File: src/rtl/gf_pkg.sv
package gf_pkg;

    typedef enum logic [1:0] {
        WIN_SHORT    = 2'b00,
        WIN_MID      = 2'b01,
        WIN_LONG     = 2'b10,
        WIN_LONG_ALT = 2'b11
    } win_sel_e;

endpackage

File: src/rtl/gf_sync.sv
module gf_sync #(
    parameter int STAGES    = 2,
    parameter bit RST_LEVEL = 1'b0
) (
    input  logic clk,
    input  logic rst_n,
    input  logic din,
    output logic dout
);
    logic [STAGES-1:0] stage_q;
    logic [STAGES-1:0] stage_d;

    generate
        for (genvar i = 0; i < STAGES; i++) begin : g_stage
            if (i == 0) begin : g_first
                assign stage_d[i] = din;
            end else begin : g_next
                assign stage_d[i] = stage_q[i-1];
            end
        end
    endgenerate

    always_ff @(posedge clk or negedge rst_n) begin
        if (!rst_n) stage_q <= {STAGES{RST_LEVEL}};
        else        stage_q <= stage_d;
    end

    assign dout = stage_q[STAGES-1];
endmodule

File: src/rtl/gf_window_decode.sv
module gf_window_decode
    import gf_pkg::*;
#(
    parameter int W_SHORT = 1,
    parameter int W_MID   = 32,
    parameter int W_LONG  = 128,
    parameter int CNT_W   = 8
) (
    input  logic [1:0]       win_sel,
    output logic [CNT_W-1:0] term_cnt
);
    // terminal count is window minus one: the flip happens on the N-th differing edge
    always_comb begin
        case (win_sel_e'(win_sel))
            WIN_SHORT: term_cnt = CNT_W'(W_SHORT - 1);
            WIN_MID:   term_cnt = CNT_W'(W_MID - 1);
            default:   term_cnt = CNT_W'(W_LONG - 1);
        endcase
    end
endmodule

File: src/rtl/gf_stability_filter.sv
module gf_stability_filter #(
    parameter int CNT_W     = 8,
    parameter bit RST_LEVEL = 1'b0
) (
    input  logic             clk,
    input  logic             rst_n,
    input  logic             sample,
    input  logic [CNT_W-1:0] term_cnt,
    output logic             level,
    output logic             rise,
    output logic             fall
);
    typedef struct packed {
        logic [CNT_W-1:0] cnt;
        logic             level;
        logic             rise;
        logic             fall;
    } state_t;

    localparam state_t RESET_STATE = '{cnt: '0, level: RST_LEVEL, rise: 1'b0, fall: 1'b0};

    state_t st_d;
    state_t st_q;

    always_comb begin
        st_d      = st_q;
        st_d.rise = 1'b0;
        st_d.fall = 1'b0;
        if (sample != st_q.level) begin
            if (st_q.cnt >= term_cnt) begin
                st_d.level = sample;
                st_d.cnt   = '0;
                st_d.rise  = sample;
                st_d.fall  = !sample;
            end else begin
                st_d.cnt = st_q.cnt + 1'b1;
            end
        end else begin
            st_d.cnt = '0;
        end
    end

    always_ff @(posedge clk or negedge rst_n) begin
        if (!rst_n) st_q <= RESET_STATE;
        else        st_q <= st_d;
    end

    assign level = st_q.level;
    assign rise  = st_q.rise;
    assign fall  = st_q.fall;
endmodule

File: src/rtl/pin_glitch_filter.sv
module pin_glitch_filter #(
    parameter int SYNC_STAGES = 2,
    parameter int W_SHORT     = 1,
    parameter int W_MID       = 32,
    parameter int W_LONG      = 128,
    parameter bit RST_LEVEL   = 1'b0
) (
    input  logic       clk,
    input  logic       rst_n,
    input  logic       pin_async,
    input  logic [1:0] win_sel,
    output logic       pin_raw,
    output logic       pin_filt,
    output logic       filt_rise,
    output logic       filt_fall
);
    localparam int W_MAX_A = (W_SHORT > W_MID) ? W_SHORT : W_MID;
    localparam int W_MAX   = (W_MAX_A > W_LONG) ? W_MAX_A : W_LONG;
    localparam int CNT_W   = $clog2(W_MAX + 1);

    logic             sync_level;
    logic [CNT_W-1:0] term_cnt;

    gf_sync #(
        .STAGES    (SYNC_STAGES),
        .RST_LEVEL (RST_LEVEL)
    ) u_sync (
        .clk   (clk),
        .rst_n (rst_n),
        .din   (pin_async),
        .dout  (sync_level)
    );

    gf_window_decode #(
        .W_SHORT (W_SHORT),
        .W_MID   (W_MID),
        .W_LONG  (W_LONG),
        .CNT_W   (CNT_W)
    ) u_decode (
        .win_sel  (win_sel),
        .term_cnt (term_cnt)
    );

    gf_stability_filter #(
        .CNT_W     (CNT_W),
        .RST_LEVEL (RST_LEVEL)
    ) u_filter (
        .clk      (clk),
        .rst_n    (rst_n),
        .sample   (sync_level),
        .term_cnt (term_cnt),
        .level    (pin_filt),
        .rise     (filt_rise),
        .fall     (filt_fall)
    );

    assign pin_raw = sync_level;
endmodule

File: config.mk
export PLATFORM = sky130hd
export DESIGN_NAME = pin_glitch_filter
export DESIGN_NICKNAME = d
export VERILOG_FILES = /design/src/rtl/gf_pkg.sv /design/src/rtl/gf_sync.sv /design/src/rtl/gf_window_decode.sv /design/src/rtl/gf_stability_filter.sv /design/src/rtl/pin_glitch_filter.sv
export SDC_FILE = /design/constraint.sdc
export NUM_CORES = 1
export LEC_CHECK = 0
export BUFFER_PORTS_ARGS = -buffer_cell sky130_fd_sc_hd__buf_2
export CAP_MARGIN = 20
export CORE_ASPECT_RATIO = 1.2
export CORE_MARGIN = 2
export CORE_UTILIZATION = 24
export CTS_BUF_LIST = sky130_fd_sc_hd__clkbuf_8
export CTS_CLUSTER_DIAMETER = 30
export DETAILED_ROUTE_END_ITERATION = 10
export HOLD_SLACK_MARGIN = 0.05
export PLACE_DENSITY_LB_ADDON = 0.1
export SETUP_SLACK_MARGIN = 0.4
export SLEW_MARGIN = 20
export SYNTH_ARGS = -nofsm -noshare
export SYNTH_HDL_FRONTEND = slang
export SYNTH_SLANG_ARGS = --single-unit
File: constraint.sdc
create_clock -name clk -period 5.3 [get_ports clk]
set_clock_uncertainty 0.2 [all_clocks]
set_input_delay 0.265 -clock clk [delete_from_list [all_inputs] [get_ports clk]]
set_output_delay 0.265 -clock clk [all_outputs]
set_load 0.01 [all_outputs]
==> run summary, run 1 <==
The depth of the CTS H-tree is 1, and the worst-case headroom to the max-slew limit is 62.9%. The arrival time of the worst setup path was 1.95 ns. The transition time at the pin with the least slew margin was 0.554 ns; the total DRC errors in the routed layout was 0. The final layout contains routed wiring with a total length of 1.11 mm. The congestion estimate from routability-driven global placement came to 0.691.

The part of the total power dissipated in the clock network came out at 32.7%. For this run, the number of Yosys warnings is 0. The worst setup path is launched from a flop. The starting density of the core is 25.8%. TritonCTS built the clock tree. The number of buffers and inverters on the critical path is 0.

The via count of the first global-routing pass was 470; the sum of overflow across all layers after global routing was 0. The cell with the largest stage delay on the worst path was sky130_fd_sc_hd__dfrtp_1. Among cell families on the critical path, the largest total delay comes from compound AO/OA/AOI/OAI gates. The sum of routed wire segments on met1 came out at 538 um. Detailed routing inserted a total of 428 vias. Setup violations remaining at the end of the flow were counted as 0. For the setup TNS, the log shows 0 ns.

The overall die area is 0.00295 mm^2. Synthesis produced 51 cells. The required time at the worst-slack endpoint is 5.23 ns, and the die outline width is 49.9 um. The post-detailed-route count of antenna-violating nets came out at 0.

The largest stage delay on the critical path is 0.41 ns. The clock passes through at most 2 buffers. Highest achievable clock rate: 497 MHz. The final period utilization came out at 38.0%. Dividing the synthesized area by the synthesized cell count gives 11.9 um^2. The number of detailed-routing iterations run before antenna repair came out at 2.

Clock edge transition at the registers on the reported setup and hold paths: 0.06 ns. In this run the power spent charging and discharging nets is 80.3 uW. The worst setup path is captured at a flop.

Of the total power, the share spent switching nets is 29.6%. Combinational logic is responsible for 20.7% of the overall power. Sum of met2 wire segment lengths after detailed routing: 496 um. The worst hold slack after final layout is 0.152 ns, and the post-synthesis to final-layout area growth is 23.7%. The total internal power was 191 uW; the share of power burned in registers was 46.6%.

After the last flow step, the layout net total stands at 75. Shortest period the worst path allows: 2.01 ns. The final hold violation count was 0.

The root buffer cell is sky130_fd_sc_hd__clkbuf_8. Setup repair after global routing left no endpoint under its margin. When the netlist entered floorplanning its net count stood at 60. Clock tree synthesis found a total of 13 sinks. The tools report the area of the core as 0.00235 mm^2. In this run the worst hold path is classified as reg2reg. Once layout is complete, the utilization of the core stands at 31.9%.

The number of buffer cells added on primary ports came out at 8. The detailed router used layers up to and including met4. The detailed router finished its first iteration with 3 violations.

Of the synthesized area, sequential elements account for 53.6%. The run gives 0.25 ns as the worst-skew pair later-pin latency. In the layout the commonest cells are 13 x sky130_fd_sc_hd__dfrtp_1, 8 x sky130_fd_sc_hd__nor2_1, 8 x sky130_fd_sc_hd__buf_2. The run gives 20 as the post-synthesis cell type count. The logs give 0.161 mV for the worst ir drop on vdd and 14 for the largest net degree at the start of global routing.

Critical setup path kind: reg2reg. The power density over cell area was 361 mW/mm^2. The tool flagged a number of max-cap violations equal to 0. The signal on the critical path passes through ha_1 > a211o_1 > a31oi_1 > o21a_2 > mux2_4. After floorplanning, the core was divided into 19 placement rows.

For the CTS buffer count, the log shows 3. The tools report the post-cts repair resize count as 0. The routed design uses 35 um of met3 wire. The run gives 0 as the initial antenna violation count. The first global-routing pass estimated 2.12 mm of wire.

Before CTS, the worst setup slack after placement is 3.26 ns. The library cell used most frequently in the layout, excluding fill and tap cells, is sky130_fd_sc_hd__dfrtp_1. The mapped netlist covers 607 um^2. Setup slack closes at 3.29 ns.

The vertical extent of the die is 59.1 um, and the highest fanout seen on the critical path is 4. The average routed wire per standard cell came out at 11.6 um. The placed wire-length estimate after detailed placement came out at 824 um.

The run finished with clean final reports. 9 I/O pins were placed. After synthesis the netlist holds a flip-flop and latch count of 13.

After detailed routing, the number of vias per cell comes to 4.46. In the final layout, the share of cells above drive strength 1 is 23.1%. The number of diodes added for antenna fixing was 0. For this design the static power due to leakage is 0.378 nW. Global routing used 10.0% of the available tracks. The number of pins with negative max-slew slack in the final report is 0.
## metrics by stage
step	cells	total power, mW	instance area, um^2
finish	96	0.271	751
global route	96	0.292	751
CTS	96	0.276	751
detailed placement	90	0.185	686
global placement	90	0.187	686
floorplan	51	0.166	607
## power groups by stage
stage	logic, mW	clock network (mW)	registers [mW]
after floorplan	0.0394	0	0.127
after global placement	0.0581	0	0.129
after detailed placement	0.0565	0	0.129
after CTS	0.0579	0.0913	0.127
after global routing	0.0638	0.0979	0.130
final	0.0561	0.0888	0.126
## state kept, by name (all words and copies together), names as in the netlist
| signal | cells |
|---|---|
| u_filter.st_q | 8 |
| u_sync.stage_q | 2 |
| u_filter.fall | 1 |
| u_filter.level | 1 |
| u_filter.rise | 1 |
## cells by family after synthesis
family / Yosys count / share of synthesized area [%]
mux: 1 / 2.47
flops: 13 / 53.6
xor+xnor: 6 / 8.66
compound gates: 8 / 10.7
simple gates: 18 / 15.7
fa+ha+maj: 4 / 8.25
buf+inv: 1 / 0.618
## final timing paths
check / from / endpoint / slack (ns) / depth (start not counted)
hold / removal: u_sync.stage_q[0] / u_sync.stage_q[1] / 0.15 / 0
min in group asynchronous: rst_n / u_filter.st_q[10] / 0.23 / 2
hold reg to reg: u_sync.stage_q[0] / u_sync.stage_q[1] / 0.15 / 0
setup reg to reg: u_filter.st_q[9] / u_filter.level / 3.29 / 5
setup / recovery: u_filter.st_q[9] / u_filter.level / 3.29 / 5
max in group asynchronous: rst_n / u_filter.st_q[5] / 4.43 / 2
## worst reg2reg max path: stages (launching register included)
cell	delay [ns]
sky130_fd_sc_hd__dfrtp_1	0.41
sky130_fd_sc_hd__ha_1	0.30
sky130_fd_sc_hd__a211o_1	0.29
sky130_fd_sc_hd__a31oi_1	0.19
sky130_fd_sc_hd__o21a_2	0.22
sky130_fd_sc_hd__mux2_4	0.30
## metal layers
layer,vias up,GRT usage (%)
met5,-,0
met4,0,8.33
met3,5,2.27
met2,10,16.0
met1,203,11.4
li1,210,-
## timing repair
action,4_1_cts,5_1_grt
endpoints found under the hold margin,14,0
setup buffers,0,0
hold buffers,2,0
## layout make-up
class                   count  area (um^2)
clock buffers               3         41.3
clock inverters             1         3.75
fillers                   249         1600
inverters                   1         3.75
multi-input cells          37          278
flip-flops and latches     13          325
well taps                  31         38.8
repair buffers             10         60.1
## cells in the mapped netlist
cell type                  count  area share (%)
sky130_fd_sc_hd__mux2_4        1             2.5
sky130_fd_sc_hd__o21bai_1      1             1.2
sky130_fd_sc_hd__xnor2_1       2             2.9
sky130_fd_sc_hd__a31oi_1       2             2.1
sky130_fd_sc_hd__a211o_1       1             1.4
sky130_fd_sc_hd__and3_1        2             2.1
sky130_fd_sc_hd__xor2_1        4             5.8
sky130_fd_sc_hd__o21ai_0       1            0.82
sky130_fd_sc_hd__and3_2        1             1.2
sky130_fd_sc_hd__nor3b_1       2             2.5
sky130_fd_sc_hd__nor2_1        8             4.9
sky130_fd_sc_hd__dfrtp_1      13              54
sky130_fd_sc_hd__inv_1         1            0.62
sky130_fd_sc_hd__and3b_1       1             1.4
sky130_fd_sc_hd__o211ai_1      1             1.2
sky130_fd_sc_hd__o21a_2        1             1.4
sky130_fd_sc_hd__a221oi_2      1             2.5
sky130_fd_sc_hd__ha_1          4             8.2
sky130_fd_sc_hd__nand3_1       3             2.5
sky130_fd_sc_hd__or2_0         1             1.0
Power figures use the tool's default switching activity.
==> inputs of run 2 (changes only) <==
==> constraint.sdc (replaced) <==
create_clock -name clk -period 1.9 [get_ports clk]
set_clock_uncertainty 0.2 [all_clocks]
set_input_delay 0.095 -clock clk [delete_from_list [all_inputs] [get_ports clk]]
set_output_delay 0.095 -clock clk [all_outputs]
set_load 0.01 [all_outputs]
==> run summary, run 2 (synthesis results as in run 1) <==
The class of the tightest hold or removal check is in2async. The number of flip-flops under the largest register name was 8 (unchanged). The vertical extent of the die is 59.1 um (unchanged), and the global-route track usage on met2 is 17.3% (+1.3 points). The worst setup path is captured at a flop. The run gives 0.631 (-8.7%) as the final weighted congestion in routability-driven placement. The final period utilization is 99.3% (+61 points).

The fraction of layout instances using a drive strength above 1 is 46.2% (+23 points), and the depth of the CTS H-tree is 1 (unchanged). The number of setup violations in the final report is 0 (unchanged), and the number of detailed-routing iterations run before antenna repair is 5 (+3). The leakage dissipation came out at 0.443 nW (+17%). The number of buffer cells added on primary ports is 8 (unchanged). The largest net degree at the start of global routing was 14 (unchanged); the initial antenna violation count was 0 (unchanged). The number of top-level pins came out at 9 (unchanged). The run gives 3 (unchanged) as the CTS buffer count. The tools report the max-capacitance violation count as 0 (unchanged). Clock tree synthesis selected as its root buffer the cell sky130_fd_sc_hd__clkbuf_8. The logs give 11.6% (+0.18 points) for the global routing met1 resource utilization and 80.7% (+18 points) for the worst-case headroom to the max-slew limit. The number of pins with negative max-slew slack in the final report came out at 0 (unchanged).

Number of diodes added for antenna fixing: 0 (unchanged). TritonCTS built the clock tree. The detailed-route vias per instance works out to 4.41 (-1.0%). For the arrival time of the worst setup path, the log shows 1.81 ns (-0.14 ns). The placed standard-cell area is 753 um^2 (+9.9%). In the layout the commonest cells are 13 x sky130_fd_sc_hd__dfrtp_1, 12 x sky130_fd_sc_hd__buf_4, 8 x sky130_fd_sc_hd__buf_2. The register with the most flip-flops was u_filter.st_q. The logs give 0 (unchanged) for the total DRC errors in the routed layout and 245 (-1.6%) for the number of filler cells placed in the layout. The post-synthesis to final-layout area growth is 45.2%, and the total vias in the final route is 481 (+12%). The tools report the starting density of the core as 25.8% (unchanged). The initial detailed-routing violation count is 8 (+5). The clock edge transition at the registers on the reported setup and hold paths is 0.06 ns (about the same). Overall power: 838 uW (+210%).

The run finished with clean final reports. After global routing, the most crowded layer is met2. The shortest period the worst path allows was 1.89 ns (-0.127 ns).

The leading cell type in the layout, fill and taps excluded is sky130_fd_sc_hd__dfrtp_1. The logs give 530 MHz (+6.8%) for the highest achievable clock rate and 0.0642 ns (-0.0875 ns) for the worst hold slack after final layout. The die outline width is 49.9 um (unchanged), and the sum of overflow across all layers after global routing is 0 (unchanged).

The run gives 0.00235 mm^2 (unchanged) as the area of the core. Final layout net count: 88 (+17%). The tools report the placed wire-length estimate after detailed placement as 945 um (+15%). The total detailed-routing wirelength is 1.29 mm (+16%), and the number of placement rows is 19 (unchanged). The worst ir drop on vdd is 0.550 mV (+240%), and the deepest clock path buffer count is 2 (unchanged).

The aggregate global-route resource usage was 9.96% (-0.048 points); the required time at the worst-slack endpoint was 1.82 ns (-3.41 ns). The transition time at the pin with the least slew margin works out to 0.290 ns (-0.264 ns). The post-detailed-route count of antenna-violating nets is 0 (unchanged), and the total clock sinks is 13 (unchanged). The highest fanout seen on the critical path works out to 2 (-2). The average routed wire per standard cell came out at 11.8 um (+2.2%). The largest registers in the layout are u_filter.st_q: 8 flops, u_sync.stage_q: 2 flops. Setup repair after global routing could not meet its margin everywhere. The run gives 0.24 ns (about the same) as the worst-skew pair later-pin latency. The overall die area came out at 0.00295 mm^2 (unchanged).

The tools report the met3 capacity usage during global routing as 1.52% (-0.76 points). The worst setup path is of the reg2reg kind. The kind of start point of the critical path was a flop.

The via count of the first global-routing pass was 496 (+5.5%). The tools report the first-pass GRT wire length as 2.15 mm (+1.3%). The power density over cell area is 952 mW/mm^2 (+160%). The final hold violation count is 0 (unchanged), and the final cell area excluding filler cells is 881 um^2 (+17%).
[run 2: changes by cell type in the layout (fill, tap and decap cells not counted), sizes merged]
cell,previous run,this run
buf,8,21
[run 2: area by class of cell]
class,instances,area (um^2),share of cell area (%)
flip-flops and latches,13,325,36.9
multi-input cells,37,307,34.8
repair buffers,23,161,18.3
clock buffers,3,41.3,4.69
well taps,31,38.8,4.40
clock inverters,1,3.75,0.426
inverters,1,3.75,0.426
[run 2: power by group]
part / internal (mW) / switching [mW] / leakage (nW)
clock network: 0.142 / 0.0965 / 0.0269
logic: 0.138 / 0.120 / 0.243
registers: 0.313 / 0.0290 / 0.173
[run 2: worst paths after layout]
path	startpoint	endpoint	slack, ns	cells after the start
hold / removal	rst_n	u_filter.st_q[3]	0.06	2
setup / recovery	u_filter.st_q[9]	u_filter.level	0.01	5
setup reg to reg	u_filter.st_q[9]	u_filter.level	0.01	5
max in group asynchronous	rst_n	u_filter.st_q[9]	1.21	2
hold reg to reg	u_sync.stage_q[0]	u_sync.stage_q[1]	0.15	0
min in group clk	u_sync.stage_q[0]	u_sync.stage_q[1]	0.15	0
[run 2: routing by layer]
metal / routed length (um) / vias to the layer above / share of wire (%)
met5: 0 / - / 0
met4: 34 / 0 / 2.6
met3: 48 / 5 / 3.7
met2: 635 / 11 / 49
met1: 571 / 229 / 44
li1: - / 236 / -
[run 2: timing repair]
item | in CTS | in global routing
hold endpoints to repair | 14 | 0
setup buffers | 3 | 1
pin swaps | 2 | 0
resized for setup | 4 | 5
setup endpoints to repair | 11 | 11
hold buffers | 2 | 0
[run 2: metrics by stage]
step	std cells	worst slack (ns)	util (%)	setup TNS, ns
global route	109	-0.0438	37.4	-0.101
CTS	108	0.00557	36.3	0
detailed placement	99	-0.0297	32.0	-0.0297
floorplan	51	0.00578	-	0
finish	109	0.0135	37.4	0
global placement	99	-0.0138	32.0	-0.0138
[run 2: worst max-delay path, cell delays in order, from the launching register on]
cell                      delay (ns)
sky130_fd_sc_hd__dfrtp_1        0.37
sky130_fd_sc_hd__ha_1           0.29
sky130_fd_sc_hd__a211o_1        0.27
sky130_fd_sc_hd__a31oi_2        0.17
sky130_fd_sc_hd__o21a_2         0.19
sky130_fd_sc_hd__mux2_4         0.29
==> inputs of run 3 (changes only) <==
--- a/config.mk
+++ b/config.mk
@@ -7,8 +7,9 @@
 export LEC_CHECK = 0
 export BUFFER_PORTS_ARGS = -buffer_cell sky130_fd_sc_hd__buf_2
 export CAP_MARGIN = 20
+export CELL_PAD_IN_SITES_DETAIL_PLACEMENT = 0
+export CELL_PAD_IN_SITES_GLOBAL_PLACEMENT = 1
 export CORE_ASPECT_RATIO = 1.2
-export CORE_MARGIN = 2
 export CORE_UTILIZATION = 24
 export CTS_BUF_LIST = sky130_fd_sc_hd__clkbuf_8
 export CTS_CLUSTER_DIAMETER = 30
==> run summary, run 3 (synthesis results as in run 1) <==
For the number of top-level pins, the log shows 9 (unchanged). The transition time at the pin with the least slew margin came out at 0.306 ns (+0.0160 ns). The total clock sinks is 13 (unchanged), and the overall die area is 0.00273 mm^2 (-7.3%). The kind of cell with the highest combined delay along the critical path is compound AO/OA/AOI/OAI gates. Utilization after layout: 39.2% (+1.8 points).

The final period utilization works out to 99.4% (+0.13 points). End of the worst register-to-register path: u_filter.level. Area of the core: 0.00233 mm^2 (-1.0%). Shortest period the worst path allows: 1.89 ns (+0.00251 ns). Traced cell by cell, the critical path runs through ha_4 > a211o_1 > a31oi_4 > o21a_2 > mux2_4. The startpoint of the lowest-slack register-to-register path is u_filter.st_q[9]. The total DRC errors in the routed layout was 0 (unchanged); the average routed wire per standard cell was 12.4 um (+4.9%). The die outline width is 47.9 um (-4.0%). For the starting density of the core, the log shows 26.0% (+0.26 points).

The initial antenna violation count was 0 (unchanged); the detailed-route vias per instance was 4.40 (-0.33%). The initial detailed-routing violation count was 6 (-2); the total vias in the final route was 475 (-1.2%). Setup repair after global routing could not meet its margin everywhere.

The largest registers in the layout are u_filter.st_q: 8 flops, u_sync.stage_q: 2 flops. The logs give 2 (unchanged) for the deepest clock path buffer count and 913 um^2 (+3.7%) for the final cell area excluding filler cells. Logic depth of the worst register-to-register path: 5 (unchanged). The aggregate global-route resource usage is 11.8% (+1.8 points). The number of buffers and inverters on the critical path was 0 (unchanged); the largest stage delay on the critical path was 0.41 ns (+0.04 ns). The tools report the final hold violation count as 0 (unchanged). Depth of the CTS H-tree: 1 (unchanged). The worst hold path belongs to the class in2async.

The number of flip-flops under the largest register name is 8 (unchanged). The largest individual stage delay along the critical path comes from the cell sky130_fd_sc_hd__dfrtp_1. Critical setup path kind: reg2reg.

The tools report the category of the worst setup path capture point as a flop. Highest fanout seen on the critical path: 2 (unchanged). The run gives 0.782 (+24%) as the final weighted congestion in routability-driven placement. The root buffer cell is sky130_fd_sc_hd__clkbuf_8.

The max-capacitance violation count came out at 0 (unchanged). The number of detailed-routing iterations run before antenna repair was 4 (-1); the post-synthesis to final-layout area growth was 50.5%. The run gives 0 (unchanged) as the number of pins with negative max-slew slack in the final report.

The logs give 14 (unchanged) for the largest net degree at the start of global routing and 79.6% (-1.1 points) for the worst-case headroom to the max-slew limit. For the via count of the first global-routing pass, the log shows 457 (-7.9%). STA classifies the critical path startpoint as a flop.

Placed standard-cell area: 761 um^2 (+1.0%). The run finished with clean final reports. The leading cell type in the layout, fill and taps excluded is sky130_fd_sc_hd__dfrtp_1. The overall power was 861 uW (+2.7%); the leakage dissipation was 0.439 nW (-1.0%). For the worst-case register-to-register setup slack, the log shows 0.01 ns (about the same). TritonCTS built the clock tree.

The required time at the worst-slack endpoint is 1.83 ns (about the same), and the number of buffer cells added on primary ports is 8 (unchanged). The sum of overflow across all layers after global routing is 0 (unchanged). The worst ir drop on vdd was 0.397 mV (-28%); the final layout net count was 87 (-1.1%). The number of placement rows is 19 (unchanged). The highest achievable clock rate is 529 MHz (-0.13%), and the CTS buffer count is 3 (unchanged). The power density over cell area is 943 mW/mm^2 (-0.93%). The library cells used most frequently in the layout, excluding fill and tap cells, are 13 x sky130_fd_sc_hd__dfrtp_1, 10 x sky130_fd_sc_hd__buf_4, 8 x sky130_fd_sc_hd__buf_2. The run gives 1.81 ns (about the same) as the arrival time of the worst setup path. The total detailed-routing wirelength is 1.34 mm (+4.0%), and the post-detailed-route count of antenna-violating nets is 0 (unchanged). Vertical extent of the die: 57.1 um (-3.4%). The worst-skew pair later-pin latency was 0.24 ns (about the same). u_filter.st_q holds more flip-flops than any other register.

The number of diodes added for antenna fixing is 0 (unchanged), and the clock edge transition at the registers on the reported setup and hold paths is 0.05 ns (about the same). The fraction of layout instances using a drive strength above 1 works out to 50.6% (+4.5 points). The logs give 0 (unchanged) for the number of setup violations in the final report and 2.14 mm (-0.28%) for the first-pass GRT wire length.
## run 3: timing repair
item | 4_1_cts | 5_1_grt
endpoints found under the hold margin | 14 | 0
hold buffers | 2 | 0
resized for setup | 5 | 11
pin swaps | 1 | 3
endpoints found under the setup margin | 11 | 11
buffers inserted | 1 | 1
## run 3: how the worst max path moves through the flow
stage	from	endpoint	slack (ns)	cells past startpoint
after CTS	u_filter.st_q[9]	u_filter.level	0.008	5
after floorplan	u_filter.st_q[9]	u_filter.level	0.006	5
after global routing	u_filter.st_q[9]	u_filter.level	-0.05	5
after detailed placement	u_filter.st_q[9]	u_filter.level	-0.01	5
final	u_filter.st_q[9]	u_filter.level	0.01	5
after global placement	u_filter.st_q[9]	u_filter.level	0.006	5
## run 3: report_power, final
| part | internal (mW) | switching [mW] |
|---|---|---|
| registers | 0.312 | 0.0275 |
| logic | 0.151 | 0.131 |
| clock network | 0.143 | 0.0970 |
## run 3: per-layer routing
| metal | global-route usage [%] | vias up | routed length [um] |
|---|---|---|---|
| li1 | - | 231 | - |
| met5 | 0 | - | 0 |
| met2 | 15.1 | 12 | 657 |
| met1 | 16.9 | 227 | 581 |
| met4 | 8.33 | 0 | 38 |
| met3 | 2.85 | 5 | 63 |
## run 3: cell type report
type                       instances  area, um^2
fill                             257        1420
multi-input combinational         37         343
sequential                        13         325
timing repair buffer              22         158
clock buffer                       3        41.3
tap                               31        38.8
clock inverter                     1        3.75
inverter                           1        3.75
## run 3: through the flow
stage	TNS, ns	cells	hold WS [ns]	setup slack (ns)
finish	0	108	0.0835	0.0110
global route	-0.116	108	0.103	-0.0484
CTS	0	107	0.0901	0.00755
detailed placement	-0.0143	100	-0.199	-0.0143
global placement	0	100	-0.194	0.00647
floorplan	0	51	-0.401	0.00578
